File: src/rtl/mac_pkg.sv
`timescale 1ns/1ps
package mac_pkg;
  typedef enum logic [3:0] {
    OP_ADD  = 4'd0,
    OP_SUB  = 4'd1,
    OP_LOAD = 4'd2,
    OP_AND  = 4'd3,
    OP_OR   = 4'd4,
    OP_XOR  = 4'd5,
    OP_PADD = 4'd6,
    OP_PSUB = 4'd7,
    OP_LDT  = 4'd8,
    OP_MUL  = 4'd9,
    OP_LDH  = 4'd10,
    OP_LDL  = 4'd11,
    OP_CLRV = 4'd12
  } mac_op_e;

  typedef enum logic [1:0] {
    PS_NONE = 2'd0,
    PS_L1   = 2'd1,
    PS_L4   = 2'd2,
    PS_R6   = 2'd3
  } pscale_e;

  typedef enum logic [2:0] {
    FN_ADD, FN_SUB, FN_AND, FN_OR, FN_XOR, FN_PASS
  } alu_fn_e;
endpackage

File: src/rtl/mac_in_shift.sv
`timescale 1ns/1ps
module mac_in_shift #(
  parameter int DW = 16
) (
  input  logic [DW-1:0]             din,
  input  logic                      sext,
  input  logic [$clog2(DW+1)-1:0]   amt,
  output logic [2*DW-1:0]           dout
);
  localparam int SHW = $clog2(DW+1);
  localparam logic [SHW-1:0] AMT_MAX = SHW'(DW);

  logic [2*DW-1:0] ext;
  logic [SHW-1:0]  amt_c;

  always_comb begin
    ext   = sext ? {{DW{din[DW-1]}}, din} : {{DW{1'b0}}, din};
    amt_c = (amt > AMT_MAX) ? AMT_MAX : amt;
    dout  = ext << amt_c;
  end
endmodule

File: src/rtl/mac_prod_shift.sv
`timescale 1ns/1ps
module mac_prod_shift
  import mac_pkg::*;
#(
  parameter int AW    = 32,
  parameter int SH_A  = 1,
  parameter int SH_B  = 4,
  parameter int SH_R  = 6
) (
  input  logic [AW-1:0] prod,
  input  pscale_e       mode,
  output logic [AW-1:0] dout
);
  logic [AW-1:0] cand [4];

  always_comb begin
    cand[PS_NONE] = prod;
    cand[PS_L1]   = prod << SH_A;
    cand[PS_L4]   = prod << SH_B;
    cand[PS_R6]   = AW'($signed(prod) >>> SH_R);
    dout          = cand[mode];
  end
endmodule

File: src/rtl/mac_alu.sv
`timescale 1ns/1ps
module mac_alu
  import mac_pkg::*;
#(
  parameter int AW = 32
) (
  input  logic [AW-1:0] a,
  input  logic [AW-1:0] b,
  input  alu_fn_e       fn,
  input  logic          sat_en,
  output logic [AW-1:0] res,
  output logic          carry_o,
  output logic          ovf_o
);
  localparam logic [AW-1:0] POS_MAX = {1'b0, {(AW-1){1'b1}}};
  localparam logic [AW-1:0] NEG_MIN = {1'b1, {(AW-1){1'b0}}};

  logic          is_sub;
  logic [AW-1:0] b_eff;
  logic [AW:0]   sum;

  always_comb begin
    is_sub  = (fn == FN_SUB);
    b_eff   = is_sub ? ~b : b;
    sum     = {1'b0, a} + {1'b0, b_eff} + (AW+1)'(is_sub);
    carry_o = 1'b0;
    ovf_o   = 1'b0;
    res     = b;
    unique case (fn)
      FN_ADD, FN_SUB: begin
        carry_o = sum[AW];
        ovf_o   = (a[AW-1] == b_eff[AW-1]) && (sum[AW-1] != a[AW-1]);
        if (ovf_o && sat_en) res = a[AW-1] ? NEG_MIN : POS_MAX;
        else                 res = sum[AW-1:0];
      end
      FN_AND:  res = a & b;
      FN_OR:   res = a | b;
      FN_XOR:  res = a ^ b;
      default: res = b;
    endcase
  end

  always_comb begin
    if (sat_en && ovf_o)
      assert_sat_clamp_R5: assert (res == POS_MAX || res == NEG_MIN)
        else $error("saturated result not at a limit");
  end
endmodule

File: src/rtl/mac_out_shift.sv
`timescale 1ns/1ps
module mac_out_shift #(
  parameter int DW  = 16,
  parameter int OSW = 3
) (
  input  logic [2*DW-1:0] acc,
  input  logic [OSW-1:0]  amt,
  input  logic            hi,
  output logic [DW-1:0]   dout
);
  logic [2*DW-1:0] scaled;

  always_comb begin
    scaled = acc << amt;
    dout   = hi ? scaled[2*DW-1:DW] : scaled[DW-1:0];
  end
endmodule

File: src/rtl/mac_datapath.sv
`timescale 1ns/1ps
module mac_datapath
  import mac_pkg::*;
#(
  parameter int DW  = 16,
  parameter int OSW = 3
) (
  input  logic                    clk,
  input  logic                    rst_n,
  input  logic                    op_valid,
  input  logic [3:0]              op_code,
  input  logic [DW-1:0]           operand,
  input  logic [$clog2(DW+1)-1:0] in_shift,
  input  logic [1:0]              prod_mode,
  input  logic                    sat_en,
  input  logic [OSW-1:0]          out_shift,
  input  logic                    store_hi,
  output logic [DW-1:0]           store_data,
  output logic                    carry,
  output logic                    ovf
);
  localparam int AW = 2 * DW;

  // reset: asserted asynchronously, released on a clock edge
  logic [1:0] rst_sync;
  logic       rst_ns;
  always_ff @(posedge clk or negedge rst_n) begin
    if (!rst_n) rst_sync <= 2'b00;
    else        rst_sync <= {rst_sync[0], 1'b1};
  end
  assign rst_ns = rst_sync[1];

  mac_op_e       op;
  logic [AW-1:0] acc_q, acc_d, preg_q, preg_d;
  logic [DW-1:0] treg_q, treg_d;
  logic          carry_q, carry_d, ovf_q, ovf_d;
  logic          acc_en, treg_en, preg_en, carry_en, ovf_en;

  logic          sext, use_prod, flag_op, clr_ovf;
  alu_fn_e       fn;
  logic [AW-1:0] opnd_sh, prod_sh, alu_b, alu_res;
  logic          alu_c, alu_v;

  assign op = mac_op_e'(op_code);

  mac_in_shift #(.DW(DW)) u_ish (
    .din(operand), .sext(sext), .amt(in_shift), .dout(opnd_sh)
  );

  mac_prod_shift #(.AW(AW)) u_psh (
    .prod(preg_q), .mode(pscale_e'(prod_mode)), .dout(prod_sh)
  );

  assign alu_b = use_prod ? prod_sh : opnd_sh;

  mac_alu #(.AW(AW)) u_alu (
    .a(acc_q), .b(alu_b), .fn(fn), .sat_en(sat_en),
    .res(alu_res), .carry_o(alu_c), .ovf_o(alu_v)
  );

  mac_out_shift #(.DW(DW), .OSW(OSW)) u_osh (
    .acc(acc_q), .amt(out_shift), .hi(store_hi), .dout(store_data)
  );

  // next-state decode
  always_comb begin
    fn       = FN_PASS;
    sext     = 1'b1;
    use_prod = 1'b0;
    flag_op  = 1'b0;
    clr_ovf  = 1'b0;
    acc_en   = 1'b0;
    treg_en  = 1'b0;
    preg_en  = 1'b0;
    acc_d    = alu_res;
    case (op)
      OP_ADD:  begin fn = FN_ADD; flag_op = 1'b1; acc_en = 1'b1; end
      OP_SUB:  begin fn = FN_SUB; flag_op = 1'b1; acc_en = 1'b1; end
      OP_LOAD: begin fn = FN_PASS; acc_en = 1'b1; end
      OP_AND:  begin fn = FN_AND; sext = 1'b0; acc_en = 1'b1; end
      OP_OR:   begin fn = FN_OR;  sext = 1'b0; acc_en = 1'b1; end
      OP_XOR:  begin fn = FN_XOR; sext = 1'b0; acc_en = 1'b1; end
      OP_PADD: begin fn = FN_ADD; use_prod = 1'b1; flag_op = 1'b1; acc_en = 1'b1; end
      OP_PSUB: begin fn = FN_SUB; use_prod = 1'b1; flag_op = 1'b1; acc_en = 1'b1; end
      OP_LDT:  treg_en = 1'b1;
      OP_MUL:  preg_en = 1'b1;
      OP_LDH:  begin acc_d = {operand, acc_q[DW-1:0]}; acc_en = 1'b1; end
      OP_LDL:  begin acc_d = {acc_q[AW-1:DW], operand}; acc_en = 1'b1; end
      OP_CLRV: clr_ovf = 1'b1;
      default: ;
    endcase
    acc_en   = acc_en  && op_valid;
    treg_en  = treg_en && op_valid;
    preg_en  = preg_en && op_valid;
    carry_en = flag_op && op_valid;
    ovf_en   = (flag_op || clr_ovf) && op_valid;
    treg_d   = operand;
    preg_d   = AW'($signed(treg_q) * $signed(operand));
    carry_d  = alu_c;
    ovf_d    = clr_ovf ? 1'b0 : (ovf_q | alu_v);
  end

  // state registers
  always_ff @(posedge clk or negedge rst_ns) begin
    if (!rst_ns) begin
      acc_q   <= '0;
      treg_q  <= '0;
      preg_q  <= '0;
      carry_q <= 1'b0;
      ovf_q   <= 1'b0;
    end else begin
      if (acc_en)   acc_q   <= acc_d;
      if (treg_en)  treg_q  <= treg_d;
      if (preg_en)  preg_q  <= preg_d;
      if (carry_en) carry_q <= carry_d;
      if (ovf_en)   ovf_q   <= ovf_d;
    end
  end

  assign carry = carry_q;
  assign ovf   = ovf_q;

  assert_idle_hold_R11: assert property (@(posedge clk) disable iff (!rst_ns)
    !op_valid |=> $stable(acc_q) && $stable(treg_q) && $stable(preg_q)
                  && $stable(carry_q) && $stable(ovf_q))
    else $error("state moved without a command");

  assert_ovf_sticky_R4: assert property (@(posedge clk) disable iff (!rst_ns)
    ovf_q && !(op_valid && op_code == 4'd12) |=> ovf_q)
    else $error("overflow flag dropped without clear");

  assert_treg_only_load_R7: assert property (@(posedge clk) disable iff (!rst_ns)
    !(op_valid && op_code == 4'd8) |=> $stable(treg_q))
    else $error("multiplicand changed by another command");

  assert_mul_keeps_acc_R7: assert property (@(posedge clk) disable iff (!rst_ns)
    op_valid && (op_code == 4'd8 || op_code == 4'd9) |=> $stable(acc_q))
    else $error("accumulator changed by multiply path");

  assert_carry_hold_R3: assert property (@(posedge clk) disable iff (!rst_ns)
    !(op_valid && (op_code == 4'd0 || op_code == 4'd1 || op_code == 4'd6
                   || op_code == 4'd7)) |=> $stable(carry_q))
    else $error("carry changed by a non-arithmetic command");
endmodule

File: config.mk
export PLATFORM = sky130hd
export DESIGN_NAME = mac_datapath
export DESIGN_NICKNAME = d
export VERILOG_FILES = /design/src/rtl/mac_pkg.sv /design/src/rtl/mac_in_shift.sv /design/src/rtl/mac_prod_shift.sv /design/src/rtl/mac_alu.sv /design/src/rtl/mac_out_shift.sv /design/src/rtl/mac_datapath.sv
export SDC_FILE = /design/constraint.sdc
export NUM_CORES = 1
export LEC_CHECK = 0
export CORE_UTILIZATION = 60
export DETAILED_ROUTE_END_ITERATION = 10
export GPL_TIMING_DRIVEN = 0
export PLACE_DENSITY = 0.76
export SETUP_SLACK_MARGIN = 0.02
export SLEW_MARGIN = 20
export SYNTH_ARGS = -nofsm -noshare
export SYNTH_HDL_FRONTEND = slang
export SYNTH_SLANG_ARGS = --single-unit
File: constraint.sdc
create_clock -name clk -period 3.1 [get_ports clk]
set_input_delay 0.62 -clock clk [delete_from_list [all_inputs] [get_ports clk]]
set_output_delay 0.62 -clock clk [all_outputs]
set_load 0.1 [all_outputs]
Yosys cells after proc, flatten, opt, wreduce, memory -nomap -nowiden
Index checks and enable logic that the tools add are counted.

Add/sub/neg operators: 2. Multipliers: 1. Order comparisons: 2. Equality and inequality tests: 18. Shift operators: 2. Mux-type cells: 22. Bitwise gates (word level): 8. Reductions and logical operators: 19.

Operator list (number): two-way mux 32 bit (7); case mux 32 bit (4 select lines) (1); binary-select mux 32 bit (select 2 bit) (1); case mux 32 bit (2 select lines) (1); adder 32 x 32 -> 33 bit (1); adder 33 x 1 -> 33 bit (1); bitwise AND 32 bit (1); multiplier 16 x 16 -> 32 bit (1); inverter 32 bit (1); bitwise OR 32 bit (1); left shift 32 x 3 -> 32 bit (1); left shift 32 x 5 -> 32 bit (1); XOR 32 bit (1); equality test 4 bit, second input constant (5); equality test 4 x 3 -> 1 bit, second input constant (4); two-way mux 16 bit (1); case mux 3 bit (5 select lines) (1); OR reduction 10 bit (1); two-way mux 1 bit (9); equality test 4 x 2 -> 1 bit, second input constant (2); OR reduction 2 bit (4); logical AND 1 bit (7); equality test 3 x 2 -> 1 bit, second input constant (2); greater-than comparator 5 bit, second input constant (1); other kinds (16) (18).

Register bits after elaboration: 84. Output and inout port bits: 18. Logic and storage cells: 81.

Longest topological paths before layout
Depth after elaboration: 15. Mapped depth: 26. Gate-level depth less buffers: 24.

Modules after synthesis
A second synthesis with hierarchy kept.

Cells, all modules: 2530. Area, all modules: 21325.5 um2.

Modules (own cells, without submodules): mac_datapath (instances 1, cells an instance 1510, area each 13870.8 um2); mac_alu (instances 1, cells an instance 685, area each 4546.9 um2); mac_in_shift (instances 1, cells an instance 184, area each 1174.9 um2); mac_out_shift (instances 1, cells an instance 101, area each 909.6 um2); mac_prod_shift (instances 1, cells an instance 50, area each 823.3 um2).

Worst setup path before layout
No wires, ideal clock.

Kind: input -> register. Start point: input port operand[6]. End point: register preg_q[31]. Library setup time: 0.133 ns. Arrival: 6.487 ns. Path slack: -3.520 ns. Stages: 26. Path through: clkbuf_1 > clkbuf_1 > clkbuf_1 > nand2_1 > fa_1 > inv_1 > fa_1 > inv_1 > fa_1 > fa_1 > inv_1 > fa_1 > inv_1 > fa_1 > inv_1 > ha_1 > o211ai_1 > a21boi_0 > nor2_1 > o31ai_1 > a31oi_1 > o21a_1 > o21ai_0 > a31oi_1 > xnor2_1 > o21ai_0.

Word-level cells in the longest chain between the ends: 1.

RTL lines: start, declared (line mac_datapath.sv:12) `input logic [DW-1:0] operand,`; multiplier 16 x 16 -> 32 bit (line mac_datapath.sv:98) `preg_d = AW'($signed(treg_q) * $signed(operand));`; end signal, assigned (line mac_datapath.sv:114) `if (preg_en) preg_q <= preg_d;`; end, declared (line mac_datapath.sv:34) `logic [AW-1:0] acc_q, acc_d, preg_q, preg_d;`.

Every way passes these cells. A chain may end at the register's enable or synchronous reset.

Final worst setup path
Start point: input port operand[4]. End point: register preg_q[31].

Same word-level chain as after synthesis.

==> reports/summary.txt <==
Die Ht = 186.6 µm
Slew Viols, Final = 0
Initial antenna violation count = 0
CP peak stage delay = 0.57 ns
Max-cap violations = 0
WP data required = 3.32 ns
Clock Sinks = 84
Post-Syn Area = 20,450 µm²
Number of synthesized flops with an enable pin = 0
Achievable frequency = 152.7 MHz
CTS Root Cell = clkbuf_16
First-pass GRT wire length = 120.5 mm
Worst Path Max Fanout = 8
Cell area after layout = 25,750 µm²
Avg Cell Area, Syn = 8.529 µm²
CTS Hold Buffers Added = 0
Synth Net Count = 2,873
Most used cell, CP = fa_1
Seq/Total Area, Yosys = 10.28%
Critical path arrival = 6.77 ns
Max_slew headroom = 33.46%
Critical Path End = preg_q[31]
Final Cycle Share = 211.3%
DP Cell Count = 2,892
Setup-failing EPs final = 75
Worst path bufs/invs = 11
DR WL/cell = 26.56 µm
Final Hold Viols = 0
Post-DP HPWL = 57.26 mm
# DRC = 0
Setup TNS = -138.38 ns
Largest net degree at the start of global routing = 57
Slowest cell on crit path = fa_1
Core Util, Final = 76.79%
Non-Filler Instances = 3,061
Clock Path Buffers = 2
Port buffer count = 44
Vias in the first global route = 20.20k
FP Rows = 67
Worst R2R Path Depth = 23
Worst Setup Path Type = in -> reg
Starting density of the core = 60.99%
Commonest cells after routing, fill and taps aside = inv_1 (351), fa_1 (254), nand2_1 (242)
Synth Instances = 2,398
Flops & latches, synth = 84
Area delta synth->final = 25.90%
IO Pins = 53
Compound-cell area share of the yosys netlist = 15.65%
FF-to-FF setup slack = -3.44 ns
Status = complete, but fails checks
CORE AREA = 33,530 µm²
Adder-Cell Fraction of Synth Area = 36.57%
Failing checks = setup timing
Main combinational cell family by area after synthesis = adder cells
Reg2reg start = treg_q[14]
Final Critical Period = 6.549 ns
Slew @ Worst Pin = 0.9945 ns
Fillers = 2,230
Xor/xnor cell area share of the yosys netlist = 3.983%
H-tree Lvls = 3
Clock slew at reported path FFs = 0.08 ns
Nets = 3,082
Remaining Overflow, GRT = 0
Multiplexer share of the synthesized area = 9.262%
Final wirelength = 81.29 mm
Placed cell areas = 22,270 µm²
Final Wtd Congestion = 1.026
Num CTS Buffers = 9
Final worst slack = -3.449 ns
RSZ-0062 raised after global routing = true
Commonest non-fill, non-tap cell in the layout = inv_1
Synth Area in Simple Gates = 14.41%
TritonCTS clock tree = built
Reg2Reg Capture Point = preg_q[28]
Worst-skew pair later-pin latency = 0.37 ns
Vias per cell = 6.575
Yosys cell types = 78
Crit start category = primary input
Layout cells sized above 1 = 24.62%
Die ar. = 34,830 µm²
Clock Skews = 0.02027 ns
GRT Total Usage = 46.03%
ANT nets after route = 0
Initial DRC Count = 2,150
Min-Delay Path Class = reg -> async
CP Launch Point = operand[4]
Crit end category = register
CP Depth = 28
Synthesis warning total = 0
Vias = 20.13k
Delay-heaviest family, CP = adder cells
First-pass DRT Iterations = 8
Die Wd = 186.6 µm
Post-synth top flop = dfrtp_1
Async set or reset register ratio after synthesis = 100.0%
## worst register-to-register path, cell delays in order (launching register included)
cell and delay, ns:
dfrtp_2 0.40, clkbuf_4 0.24, nand2_1 0.10, fa_1 0.55, inv_1 0.07, fa_1 0.52, inv_2 0.05, fa_1 0.49
inv_1 0.06, fa_1 0.49, inv_1 0.05, fa_1 0.54, inv_2 0.05, fa_2 0.61, ha_4 0.24, nand4_1 0.18
nor2_2 0.07, a211o_1 0.32, a41oi_4 0.30, o211ai_1 0.24, a21oi_2 0.26, o21bai_2 0.12, xnor2_2 0.34, o21ai_1 0.12
## registers in the layout, indices dropped and copies added (netlist names)
register	count
rst_sync	2
carry	1
treg_q	16
ovf	1
acc_q	32
preg_q	32
## worst min-delay path by stage
stage           startpoint  cells after the start  slack [ns]          end
4_1_cts        rst_sync[1]                      0        0.33     acc_q[8]
6_report       rst_sync[1]                      0        0.30     acc_q[9]
2_1_floorplan        rst_n                      0        0.32  rst_sync[0]
3_3_place_gp   rst_sync[0]                      0        0.34  rst_sync[1]
5_1_grt        rst_sync[1]                      0        0.34     acc_q[9]
3_5_place_dp   rst_sync[1]                      0        0.31     acc_q[7]
## through the flow
step | hold slack, ns | setup WS, ns
after floorplan | 0.3244 | -2.838
after global placement | 0.3391 | -5.366
after detailed placement | 0.3131 | -5.389
after CTS | 0.3269 | -3.214
after global routing | 0.3403 | -3.553
final | 0.3050 | -3.449
## Yosys cell counts (all sizes together), types with 15 or more instances
master | n | area (µm²)
a211oi | 21 | 157.7
a21o | 22 | 165.2
a21oi | 120 | 604.3
a221oi | 22 | 198.9
a22oi | 25 | 187.7
a31oi | 15 | 108.9
and2 | 118 | 738.2
and3 | 15 | 93.84
buf | 28 | 141.4
clkbuf | 120 | 450.4
dfrtp | 84 | 2102
fa | 263 | 5265
ha | 177 | 2215
inv | 376 | 1411
mux2 | 25 | 285.3
mux2i | 64 | 640.6
mux4 | 43 | 968.4
nand2 | 261 | 979.7
nand2b | 33 | 206.5
nand3 | 19 | 100.1
nor2 | 117 | 439.2
nor3 | 22 | 110.1
o211ai | 19 | 147.6
o21ai | 140 | 700.7
o22ai | 17 | 106.4
xnor2 | 54 | 473.0
xor2 | 39 | 341.6
## logic make-up (layout without fill, tap and decap cells)
family,count (synthesis),after routing
compound gates,496,496
simple gates,626,626
flops,84,84
fa+ha+maj,440,440
buf+inv,526,740
other cells,1,2
mux,132,132
xor+xnor,93,93
## routing by layer
metal  share of wire [%]  wire [µm]  track usage [%]  up-vias
li1                    -          -                -     8371
met1                  35      28540            56.64     9875
met2                  44      36100            72.26     1447
met3                  11       9140            9.686      433
met4                 9.2       7514            33.13        0
met5                   0          0                0        -
## final cells by class
type | instances | area [µm²] | area share [%]
inverters | 378 | 1429 | 5.549
repair buffers | 200 | 1829 | 7.104
clock buffers | 10 | 229.0 | 0.8892
flip-flops and latches | 84 | 2126 | 8.256
clock inverters | 6 | 88.84 | 0.3450
diodes | 1 | 2.502 | 0.009718
plain buffers | 146 | 1449 | 5.627
well taps | 448 | 560.5 | 2.177
multi-input cells | 1788 | 18040 | 70.04
## what timing repair did
action / CTS / global route
gates resized for setup: 434 / 187
setup buffers: 94 / 57
setup endpoints to repair: 79 / 78
endpoints found under the hold margin: 0 / 0
gates cloned: 1 / 3
pin swaps: 99 / 83
Power is not shown: default switching activity piles up to over one toggle a cycle in this logic, so the estimate is an artifact.
